[src/rtl/nandCyclePkg.sv]
package nandCyclePkg;

  typedef enum logic [1:0] {
    ST_IDLE = 2'd0,
    ST_RUN  = 2'd1,
    ST_GAP  = 2'd2
  } cycState_t;

  // strobes from control to datapath
  typedef struct packed {
    logic load;    // capture beat and timing, clear tick count
    logic active;  // a write cycle is in progress
  } cycStrobes_t;

endpackage

[src/rtl/nandCycleCtrl.sv]
module nandCycleCtrl
  import nandCyclePkg::*;
(
  input  logic        clk,
  input  logic        rstN,
  input  logic        beatValid,
  input  logic        lastTick,
  output logic        beatReady,
  output logic        done,
  output cycStrobes_t strobes
);

  cycState_t state, stateNext;

  always_comb begin
    stateNext = state;
    case (state)
      ST_IDLE: if (beatValid) stateNext = ST_RUN;
      ST_RUN:  if (lastTick)  stateNext = ST_GAP;
      ST_GAP:                 stateNext = ST_IDLE;
      default:                stateNext = ST_IDLE;
    endcase
  end

  always_ff @(posedge clk or negedge rstN) begin
    if (!rstN) state <= ST_IDLE;
    else       state <= stateNext;
  end

  assign beatReady      = (state == ST_IDLE);
  assign done           = (state == ST_GAP);
  assign strobes.load   = beatValid && beatReady;
  assign strobes.active = (state == ST_RUN);

  // a taken beat closes the intake on the next clock
  assert_busy_after_take_R9: assert property (@(posedge clk) disable iff (!rstN)
    (beatValid && beatReady) |=> !beatReady);

  // done is a single-clock pulse followed by readiness
  assert_done_pulse_R8: assert property (@(posedge clk) disable iff (!rstN)
    done |=> (!done && beatReady));

endmodule

[src/rtl/nandCycleDatapath.sv]
module nandCycleDatapath
  import nandCyclePkg::*;
#(
  parameter int NUM_CS = 8,
  parameter int DATA_W = 8,
  parameter int TICK_W = 4,
  localparam int CS_W  = (NUM_CS > 1) ? $clog2(NUM_CS) : 1,
  localparam int TV_W  = NUM_CS * TICK_W
) (
  input  logic              clk,
  input  logic              rstN,
  input  cycStrobes_t       strobes,
  input  logic [DATA_W-1:0] beatData,
  input  logic [CS_W-1:0]   beatCs,
  input  logic              beatIsAddr,
  input  logic [TV_W-1:0]   tCsOn,
  input  logic [TV_W-1:0]   tCsOff,
  input  logic [TV_W-1:0]   tLeOn,
  input  logic [TV_W-1:0]   tLeOff,
  input  logic [TV_W-1:0]   tWeOn,
  input  logic [TV_W-1:0]   tWeOff,
  output logic              lastTick,
  output logic [NUM_CS-1:0] nCe,
  output logic              cle,
  output logic              ale,
  output logic              nWe,
  output logic              nRe,
  output logic [DATA_W-1:0] dataOut,
  output logic              dataOe
);

  logic [DATA_W-1:0] capData;
  logic [CS_W-1:0]   capCs;
  logic              capIsAddr;
  logic [TICK_W-1:0] csOn, csOff, leOn, leOff, weOn, weOff;
  logic [TICK_W-1:0] tick;

  always_ff @(posedge clk or negedge rstN) begin
    if (!rstN) begin
      capData   <= '0;
      capCs     <= '0;
      capIsAddr <= 1'b0;
      csOn      <= '0;
      csOff     <= '0;
      leOn      <= '0;
      leOff     <= '0;
      weOn      <= '0;
      weOff     <= '0;
      tick      <= '0;
    end else if (strobes.load) begin
      capData   <= beatData;
      capCs     <= beatCs;
      capIsAddr <= beatIsAddr;
      csOn      <= tCsOn [int'(beatCs)*TICK_W +: TICK_W];
      csOff     <= tCsOff[int'(beatCs)*TICK_W +: TICK_W];
      leOn      <= tLeOn [int'(beatCs)*TICK_W +: TICK_W];
      leOff     <= tLeOff[int'(beatCs)*TICK_W +: TICK_W];
      weOn      <= tWeOn [int'(beatCs)*TICK_W +: TICK_W];
      weOff     <= tWeOff[int'(beatCs)*TICK_W +: TICK_W];
      tick      <= '0;
    end else if (strobes.active) begin
      tick      <= tick + TICK_W'(1);
    end
  end

  // window tests for the current tick
  logic csWin, leWin, weWin;
  assign csWin = strobes.active && (tick >= csOn) && (tick < csOff);
  assign leWin = strobes.active && (tick >= leOn) && (tick < leOff);
  assign weWin = strobes.active && (tick >= weOn) && (tick < weOff);

  // end of cycle and end of data drive
  logic [TICK_W-1:0] dataEnd, maxOff, endTick;
  assign dataEnd  = (weOff > leOff) ? weOff : leOff;
  assign maxOff   = (csOff > dataEnd) ? csOff : dataEnd;
  assign endTick  = (maxOff == '0) ? TICK_W'(1) : maxOff;
  assign lastTick = strobes.active && (tick == endTick - TICK_W'(1));

  genvar k;
  generate
    for (k = 0; k < NUM_CS; k++) begin : gCe
      assign nCe[k] = !(csWin && (capCs == CS_W'(k)));
    end
  endgenerate

  assign cle     = leWin && !capIsAddr;
  assign ale     = leWin && capIsAddr;
  assign nWe     = !weWin;
  assign nRe     = 1'b1;
  assign dataOe  = strobes.active && (tick < dataEnd);
  assign dataOut = dataOe ? capData : '0;

  assert_single_ce_R2: assert property (@(posedge clk) disable iff (!rstN)
    $countones(~nCe) <= 1);

  assert_latch_exclusive_R4: assert property (@(posedge clk) disable iff (!rstN)
    !(cle && ale));

  // the write strobe never falls on an undriven bus
  assert_we_with_data_R7: assert property (@(posedge clk) disable iff (!rstN)
    !nWe |-> dataOe);

  // pins rest when no cycle runs
  assert_idle_pins_R8: assert property (@(posedge clk) disable iff (!rstN)
    !strobes.active |-> (&nCe && nWe && !cle && !ale && !dataOe));

endmodule

[src/rtl/nandLatchCycleGen.sv]
module nandLatchCycleGen
  import nandCyclePkg::*;
#(
  parameter int NUM_CS = 8,
  parameter int DATA_W = 8,
  parameter int TICK_W = 4,
  localparam int CS_W  = (NUM_CS > 1) ? $clog2(NUM_CS) : 1,
  localparam int TV_W  = NUM_CS * TICK_W
) (
  input  logic              clk,
  input  logic              rstN,
  input  logic              beatValid,
  output logic              beatReady,
  input  logic [DATA_W-1:0] beatData,
  input  logic [CS_W-1:0]   beatCs,
  input  logic              beatIsAddr,
  input  logic [TV_W-1:0]   tCsOn,
  input  logic [TV_W-1:0]   tCsOff,
  input  logic [TV_W-1:0]   tLeOn,
  input  logic [TV_W-1:0]   tLeOff,
  input  logic [TV_W-1:0]   tWeOn,
  input  logic [TV_W-1:0]   tWeOff,
  output logic [NUM_CS-1:0] nCe,
  output logic              cle,
  output logic              ale,
  output logic              nWe,
  output logic              nRe,
  output logic [DATA_W-1:0] dataOut,
  output logic              dataOe,
  output logic              done
);

  cycStrobes_t strobes;
  logic        lastTick;

  nandCycleCtrl uCtrl (
    .clk       (clk),
    .rstN      (rstN),
    .beatValid (beatValid),
    .lastTick  (lastTick),
    .beatReady (beatReady),
    .done      (done),
    .strobes   (strobes)
  );

  nandCycleDatapath #(
    .NUM_CS (NUM_CS),
    .DATA_W (DATA_W),
    .TICK_W (TICK_W)
  ) uData (
    .clk        (clk),
    .rstN       (rstN),
    .strobes    (strobes),
    .beatData   (beatData),
    .beatCs     (beatCs),
    .beatIsAddr (beatIsAddr),
    .tCsOn      (tCsOn),
    .tCsOff     (tCsOff),
    .tLeOn      (tLeOn),
    .tLeOff     (tLeOff),
    .tWeOn      (tWeOn),
    .tWeOff     (tWeOff),
    .lastTick   (lastTick),
    .nCe        (nCe),
    .cle        (cle),
    .ale        (ale),
    .nWe        (nWe),
    .nRe        (nRe),
    .dataOut    (dataOut),
    .dataOe     (dataOe)
  );

  assert_read_idle_R6: assert property (@(posedge clk) disable iff (!rstN)
    (cle || ale || !nWe) |-> nRe);

endmodule

[config.mk]
export PLATFORM = sky130hd
export DESIGN_NAME = nandLatchCycleGen
export DESIGN_NICKNAME = d
export VERILOG_FILES = /design/src/rtl/nandCyclePkg.sv /design/src/rtl/nandCycleCtrl.sv /design/src/rtl/nandCycleDatapath.sv /design/src/rtl/nandLatchCycleGen.sv
export SDC_FILE = /design/constraint.sdc
export NUM_CORES = 1
export LEC_CHECK = 0
export BUFFER_PORTS_ARGS = -buffer_cell sky130_fd_sc_hd__buf_4
export CELL_PAD_IN_SITES_DETAIL_PLACEMENT = 0
export CELL_PAD_IN_SITES_GLOBAL_PLACEMENT = 1
export CORE_MARGIN = 1.5
export CORE_UTILIZATION = 32
export CTS_CLUSTER_DIAMETER = 80
export DETAILED_ROUTE_END_ITERATION = 12
export GPL_TIMING_DRIVEN = 0
export PLACE_DENSITY_LB_ADDON = 0.1
export SLEW_MARGIN = 20
export SYNTH_ARGS = -nofsm -noshare
export SYNTH_HDL_FRONTEND = slang
export SYNTH_HIERARCHICAL = 1
export SYNTH_SLANG_ARGS = --single-unit
[constraint.sdc]
create_clock -name clk -period 5.4 [get_ports clk]
set_input_delay 1.62 -clock clk [delete_from_list [all_inputs] [get_ports clk]]
set_output_delay 1.62 -clock clk [all_outputs]
set_load 0.05 [all_outputs]
; ---- Word level (Yosys, flattened, before mapping)
; Index checks and enable logic that the tools add are counted.
; W data, S select, Z words.
[totals]
mem_bits_rw = 0
elab_cells = 83
memories = 0
in_bits = 207
latchBits = 0
out_inout_bits = 23
romBits = 0
register_bits = 42
[op_classes]
order_cmp = 9
bitwise_logic = 0
n_addsub = 2
n_reduce_logical = 34
shift = 6
mux = 9
n_mul = 0
n_div = 0
eq_ne = 12
[op_table]
columns = op, n
row1 = $shiftx A32 B6 Y4, 6
row2 = $mux W4, 5
row3 = $logic_and A1 B1 Y1, 19
row4 = $lt A4 B4 Y1, 4
row5 = $eq A3 B3 Y1 const B, 4
row6 = $ge A4 B4 Y1, 3
row7 = $logic_not A1 Y1, 10
row8 = $gt A4 B4 Y1, 2
row9 = $mux W8, 1
row10 = $eq A3 B2 Y1 const B, 2
row11 = $add A4 B1 Y4 const B, 1
row12 = $eq A4 B4 Y1, 1
row13 = $logic_not A4 Y1, 1
row14 = $mux W2, 2
row15 = $ne A2 B2 Y1 const B, 2
row16 = $pmux W2 S2, 1
row17 = $sub A4 B1 Y4 const B, 1
row18 = $eq A3 B1 Y1 const B, 1
row19 = $logic_not A3 Y1, 1
row20 = $eq A2 B1 Y1 const B, 1
row21 = $eq A2 B2 Y1 const B, 1
row22 = $logic_not A2 Y1, 1
row23 = $reduce_and A2 Y1, 1
row24 = $reduce_bool A2 Y1, 1

; ---- Depth between registers and ports, before layout
[logic_depth]
depth_word = 11
depth_mapped = 19
ltp_nobuf = 19

; ---- Modules after synthesis
; The synthesis kept the hierarchy.
[by_module_without_submodules]
columns = mod, cells_each, seq_area_each_um2, instances, area_each_um2
row1 = nandCycleDatapath, 369, 1001.0, 1, 3998.8
row2 = nandCycleCtrl, 10, 50.0, 1, 100.1

; ---- Worst setup path after synthesis
; Ideal clock, no wire load.
[synth_path]
kind = register to output
from = register uData.leOff[1]
to = output dataOut[0]
slack_ns = -0.168
stages_incl_launch_ff = 12
n_path_buf = 0
required_ns = 3.780
arrival_ns = 3.948
path_cell_list = dfrtp_1 -> inv_1 -> ha_1 -> and2b_1 -> o211ai_2 -> a21oi_1 -> mux2i_1 -> ha_1 -> o21ai_0 -> a31oi_1 -> nor3b_1 -> and2_1
[synth_between]
elab_chain_len = 5
[synth_lines]
columns = item, line
row1 = "start, declared", nandCycleDatapath.sv:35  ; logic [TICK_W-1:0] csOn, csOff, leOn, leOff, weOn, weOff;
row2 = "start signal, assigned", nandCycleDatapath.sv:57  ; leOff <= tLeOff[int'(beatCs)*TICK_W +: TICK_W];
row3 = $gt A4 B4 Y1, nandCycleDatapath.sv:74  ; assign dataEnd = (weOff > leOff) ? weOff : leOff;
row4 = $mux W4 *, nandCycleDatapath.sv:74
row5 = $lt A4 B4 Y1 *, nandCycleDatapath.sv:90  ; assign dataOe = strobes.active && (tick < dataEnd);
row6 = $logic_and A1 B1 Y1 *, nandCycleDatapath.sv:90
row7 = net dataOe, nandLatchCycleGen.sv:29  ; output logic dataOe,
row8 = $mux W8 *, nandCycleDatapath.sv:91  ; assign dataOut = dataOe ? capData : '0;
row9 = "end, declared", nandLatchCycleGen.sv:28  ; output logic [DATA_W-1:0] dataOut,
; The timed path passes the listed nets; every way through them passes the cells marked *.

; ---- Worst setup path in the final report
[layout_path]
from = register uData.leOff[3]
to = output dataOut[6]
[layout_between]
elab_chain_len = 5
[layout_lines]
columns = item, line
row1 = $gt A4 B4 Y1, nandCycleDatapath.sv:74
row2 = $mux W4 *, nandCycleDatapath.sv:74
row3 = $lt A4 B4 Y1 *, nandCycleDatapath.sv:90
row4 = $logic_and A1 B1 Y1 *, nandCycleDatapath.sv:90
row5 = $mux W8 *, nandCycleDatapath.sv:91
; Every way passes the cells marked *; elsewhere a longest branch is shown, timed or not.

==> run summary <==
Category of the worst setup path capture point: an output port. Setup repair after global routing left no endpoint under its margin. After clock tree synthesis, the setup repair step added 0 buffers. After layout, the worst setup slack is 0.3428 ns.

In this run the tightest slew margin relative to its limit is 42.19%. At the later pin of the worst-skew pair, clock insertion delay measures 0.28 ns. The logs give 4 for the detailed-routing iteration count for the pre-antenna-repair pass and 0 for the global route total overflow. Post-synthesis instance area: 0.004099 mm². The run finished with clean final reports.

Period utilization: 93.65%. Using the TritonRoute via totals, the vias-per-cell ratio works out to 5.172. For this run, the number of Yosys warnings is 6. The floorplan has 41 rows. The count of pins over their slew limit came out at 0. The final antenna-violating net count was 0; the initial antenna violation count was 0.

Synthesis instantiated 50 different standard cells from the library. CTS placed an instance of clkbuf_16 at the clock tree root. The total I/O pin count came out at 230.

For this design the static power due to leakage is 2.989 nW. The logs give 0 for the final routed DRC violation total and 42 for the number of sinks driven by the clock tree. In the layout the commonest cells are 226 x buf_4, 48 x mux4_2, 42 x dfrtp_1. The global-route met1 utilization is 30.08%.

The detailed router finished its first iteration with 215 violations. The number of synthesized flops with an enable pin works out to 0. Counting every net in the synthesized netlist gives 616. Synthesis produced 379 cells.

The effective utilization at floorplan was 32.61%. The worst hold path class is reg2reg. In the global route stage, overall resource usage came out at 22.30%. The area overhead of the layout relative to synthesis is 50.92%. Data on the critical path is required at its endpoint by 3.78 ns. The run gives 0 as the hold violation count in the final report. For this run, the register share of the synthesized area comes to 25.64%. Setup slack on the worst reg-to-reg path comes out at 1.00 ns. The routed layout has 4050 vias. STA classifies the critical path startpoint as a register. The clock transition at the register clock pins on the worst setup and hold paths after CTS was 0.06 ns. For the final database, setup skew stands at 0.006200 ns. Of the cells placed in the final design, the portion with a size suffix greater than 1 is 49.43%.

Routability-driven placement finished with a final weighted congestion of 0.9030. The post-placement setup slack was 0.4975 ns; the number of buffers inserted during clock tree synthesis was 5. The endpoint identified for the worst register-to-register timing path is uCtrl/state[0]. For met2 alone, demand over resource in global routing was 36.98%. For this run, the post-layout net count is 848.

The arrival time reported for the critical path endpoint was 3.44 ns; the overall die width was 116.2 µm. Power spread over the standard cell area amounts to 498.8 mW/mm². In this run, post-CTS hold repair placed 0 buffers.

The count of input and output buffers is 225. Dividing the synthesized area by the synthesized cell count gives 10.82 µm². The clock period minus final worst setup slack was 5.057 ns. The startpoint-to-endpoint class of the critical path was reg2out. In this run the worst path has a maximum fanout of 9. The worst hold path begins at uCtrl/state[1].

The tools report the top achievable clock speed as 197.7 MHz. The final HPWL from detailed placement came out at 12.32 mm. The run gives 4305 as the number of global-route vias before repair. TritonCTS built the clock tree. VDD sags by at most 0.2618 mV. The synthesized design contains 42 register bits. For the total of endpoints with negative setup slack in the final report, the log shows 0. Global routing consumed, on the met3 layer, 4.774% of the routing resources. The number of H-tree branching levels was 2.

The antenna diode count was 0. In the synthesized netlist the async set-or-reset flop fraction comes to 100.0%. The average wire per standard cell works out to 18.57 µm. The wire length of the first global-routing pass is 22.84 mm, and the actual slew at the worst max-slew pin is 0.8649 ns. Setup total negative slack on the finished layout was measured at 0 ns.

The library cell used most frequently in the layout, excluding fill and tap cells, is buf_4. The clock passes through at most 2 buffers. The most used flip-flop cell after synthesis is dfrtp_1.

Max-cap violations in this run came to 0. The number of cells on the worst hold path works out to 1. The region available for standard cell placement spans 0.01257 mm².

For hold timing, the worst endpoint is uCtrl/state[0]. The tools report the largest net degree at the start of global routing as 43. For this block, the routed nets add up to 14.54 mm of wire.

The die footprint came out at 0.01350 mm². The length in cells of the worst reg-to-reg path is 17, and the chip height is 116.2 µm. The most utilized layer in the global route result was met2. For the post-cts repair resize count, the log shows 0.

The launch instance of the worst register-to-register path was uData/leOff[3].
logic make-up (layout without fill, tap and decap cells):
kind of cell | count (synthesis) | after routing | share of synthesized area, %
compound gates | 79 | 79 | 12.97
xor+xnor | 6 | 6 | 1.282
fa+ha+maj | 30 | 30 | 9.158
buf+inv | 48 | 280 | 4.518
flops | 42 | 42 | 25.64
mux | 85 | 85 | 35.71
other cells | 1 | 1 | 0.09149
simple gates | 88 | 88 | 10.62
final cells by class:
cell class / instances / area (µm²)
plain buffers: 23 / 91.34
clock buffers: 6 / 138.9
clock inverters: 1 / 30.03
fillers: 1199 / 6382
inverters: 25 / 93.84
multi-input cells: 289 / 2877
flip-flops and latches: 42 / 1051
well taps: 172 / 215.2
repair buffers: 225 / 1689
report_power, final:
part / internal, W / total [W] / leakage, nW / switching, W
Clock: 0.000228 / 0.000344 / 0.0829 / 0.000116
Combinational: 0.000900 / 0.00210 / 2.43 / 0.00120
Sequential: 0.000467 / 0.000638 / 0.481 / 0.000171
Total: 0.00160 / 0.00309 / 2.99 / 0.00149
synth_stat cells, drive strengths merged, types with 2 or more instances:
cell type / n / share of area [%]
mux2i: 27 / 6.6
nor3: 2 / 0.24
a32o: 2 / 0.55
buf: 8 / 0.85
or2: 2 / 0.31
nand2b: 9 / 1.4
a21boi: 3 / 0.55
a2111oi: 4 / 0.85
o21a: 3 / 0.55
and2: 11 / 1.7
dfrtp: 42 / 26
nor2: 33 / 3.0
a31oi: 2 / 0.31
and2b: 2 / 0.37
inv: 25 / 2.3
mux2: 10 / 2.7
xnor2: 2 / 0.43
xor2: 4 / 0.85
clkbuf: 15 / 1.4
a21o: 5 / 0.92
a21oi: 31 / 3.9
o22ai: 3 / 0.46
o21ai: 12 / 1.5
nand4: 2 / 0.31
mux4: 48 / 26
nand3: 5 / 0.61
o31ai: 4 / 0.73
nand2: 14 / 1.3
nor2b: 4 / 0.67
ha: 30 / 9.2
per-layer routing:
metal / wire [µm] / vias up / share of wire [%]
met5: 0 / - / 0
met4: 225 / 0 / 1.5
met3: 848 / 16 / 5.8
met2: 7168 / 135 / 49
met1: 6295 / 1990 / 43
li1: - / 1909 / -
state kept, by name, indices dropped and copies added, names as in the netlist:
| register | count |
|---|---|
| uData/leOff | 4 |
| uData/weOn | 4 |
| uCtrl/state | 2 |
| uData/leOn | 4 |
| uData/csOn | 4 |
| uData/capIsAddr | 1 |
| uData/capData | 8 |
| uData/capCs | 3 |
| uData/weOff | 4 |
| uData/tick | 4 |
| uData/csOff | 4 |
metrics by stage:
stage                     power (W)  utilization, %  instances  hold slack (ns)  instance area (µm²)
after global placement     0.002677           47.80        776           0.4743                 6008
after global routing       0.003384           49.22        783           0.5169                 6186
final                      0.003086           49.22        783           0.4847                 6186
after floorplan            0.002125               -        379           0.4532                 4104
after CTS                  0.003089           49.15        783           0.4896                 6177
after detailed placement   0.002726           47.80        776           0.4815                 6008
critical path, stage by stage, from the launching register on:
cell and delay [ns]:
dfrtp_1 0.41, inv_1 0.10, ha_1 0.37, and4_1 0.24
a21oi_1 0.25, mux2i_1 0.53, ha_1 0.33, o21ai_0 0.07
a31oi_1 0.09, nor3b_4 0.36, and2_1 0.20, buf_4 0.20
how the worst max path moves through the flow:
stage	startpoint	end	slack, ns
4_1_cts	uData/leOff[3]	dataOut[6]	0.18
3_3_place_gp	uData/leOff[3]	dataOut[6]	0.57
2_1_floorplan	uData/tick[0]	ale	0.17
6_report	uData/leOff[3]	dataOut[6]	0.34
5_1_grt	uData/leOff[3]	dataOut[6]	0.08
3_5_place_dp	uData/leOff[3]	dataOut[6]	0.50
Note: power is estimated with default switching activity, not from simulation.
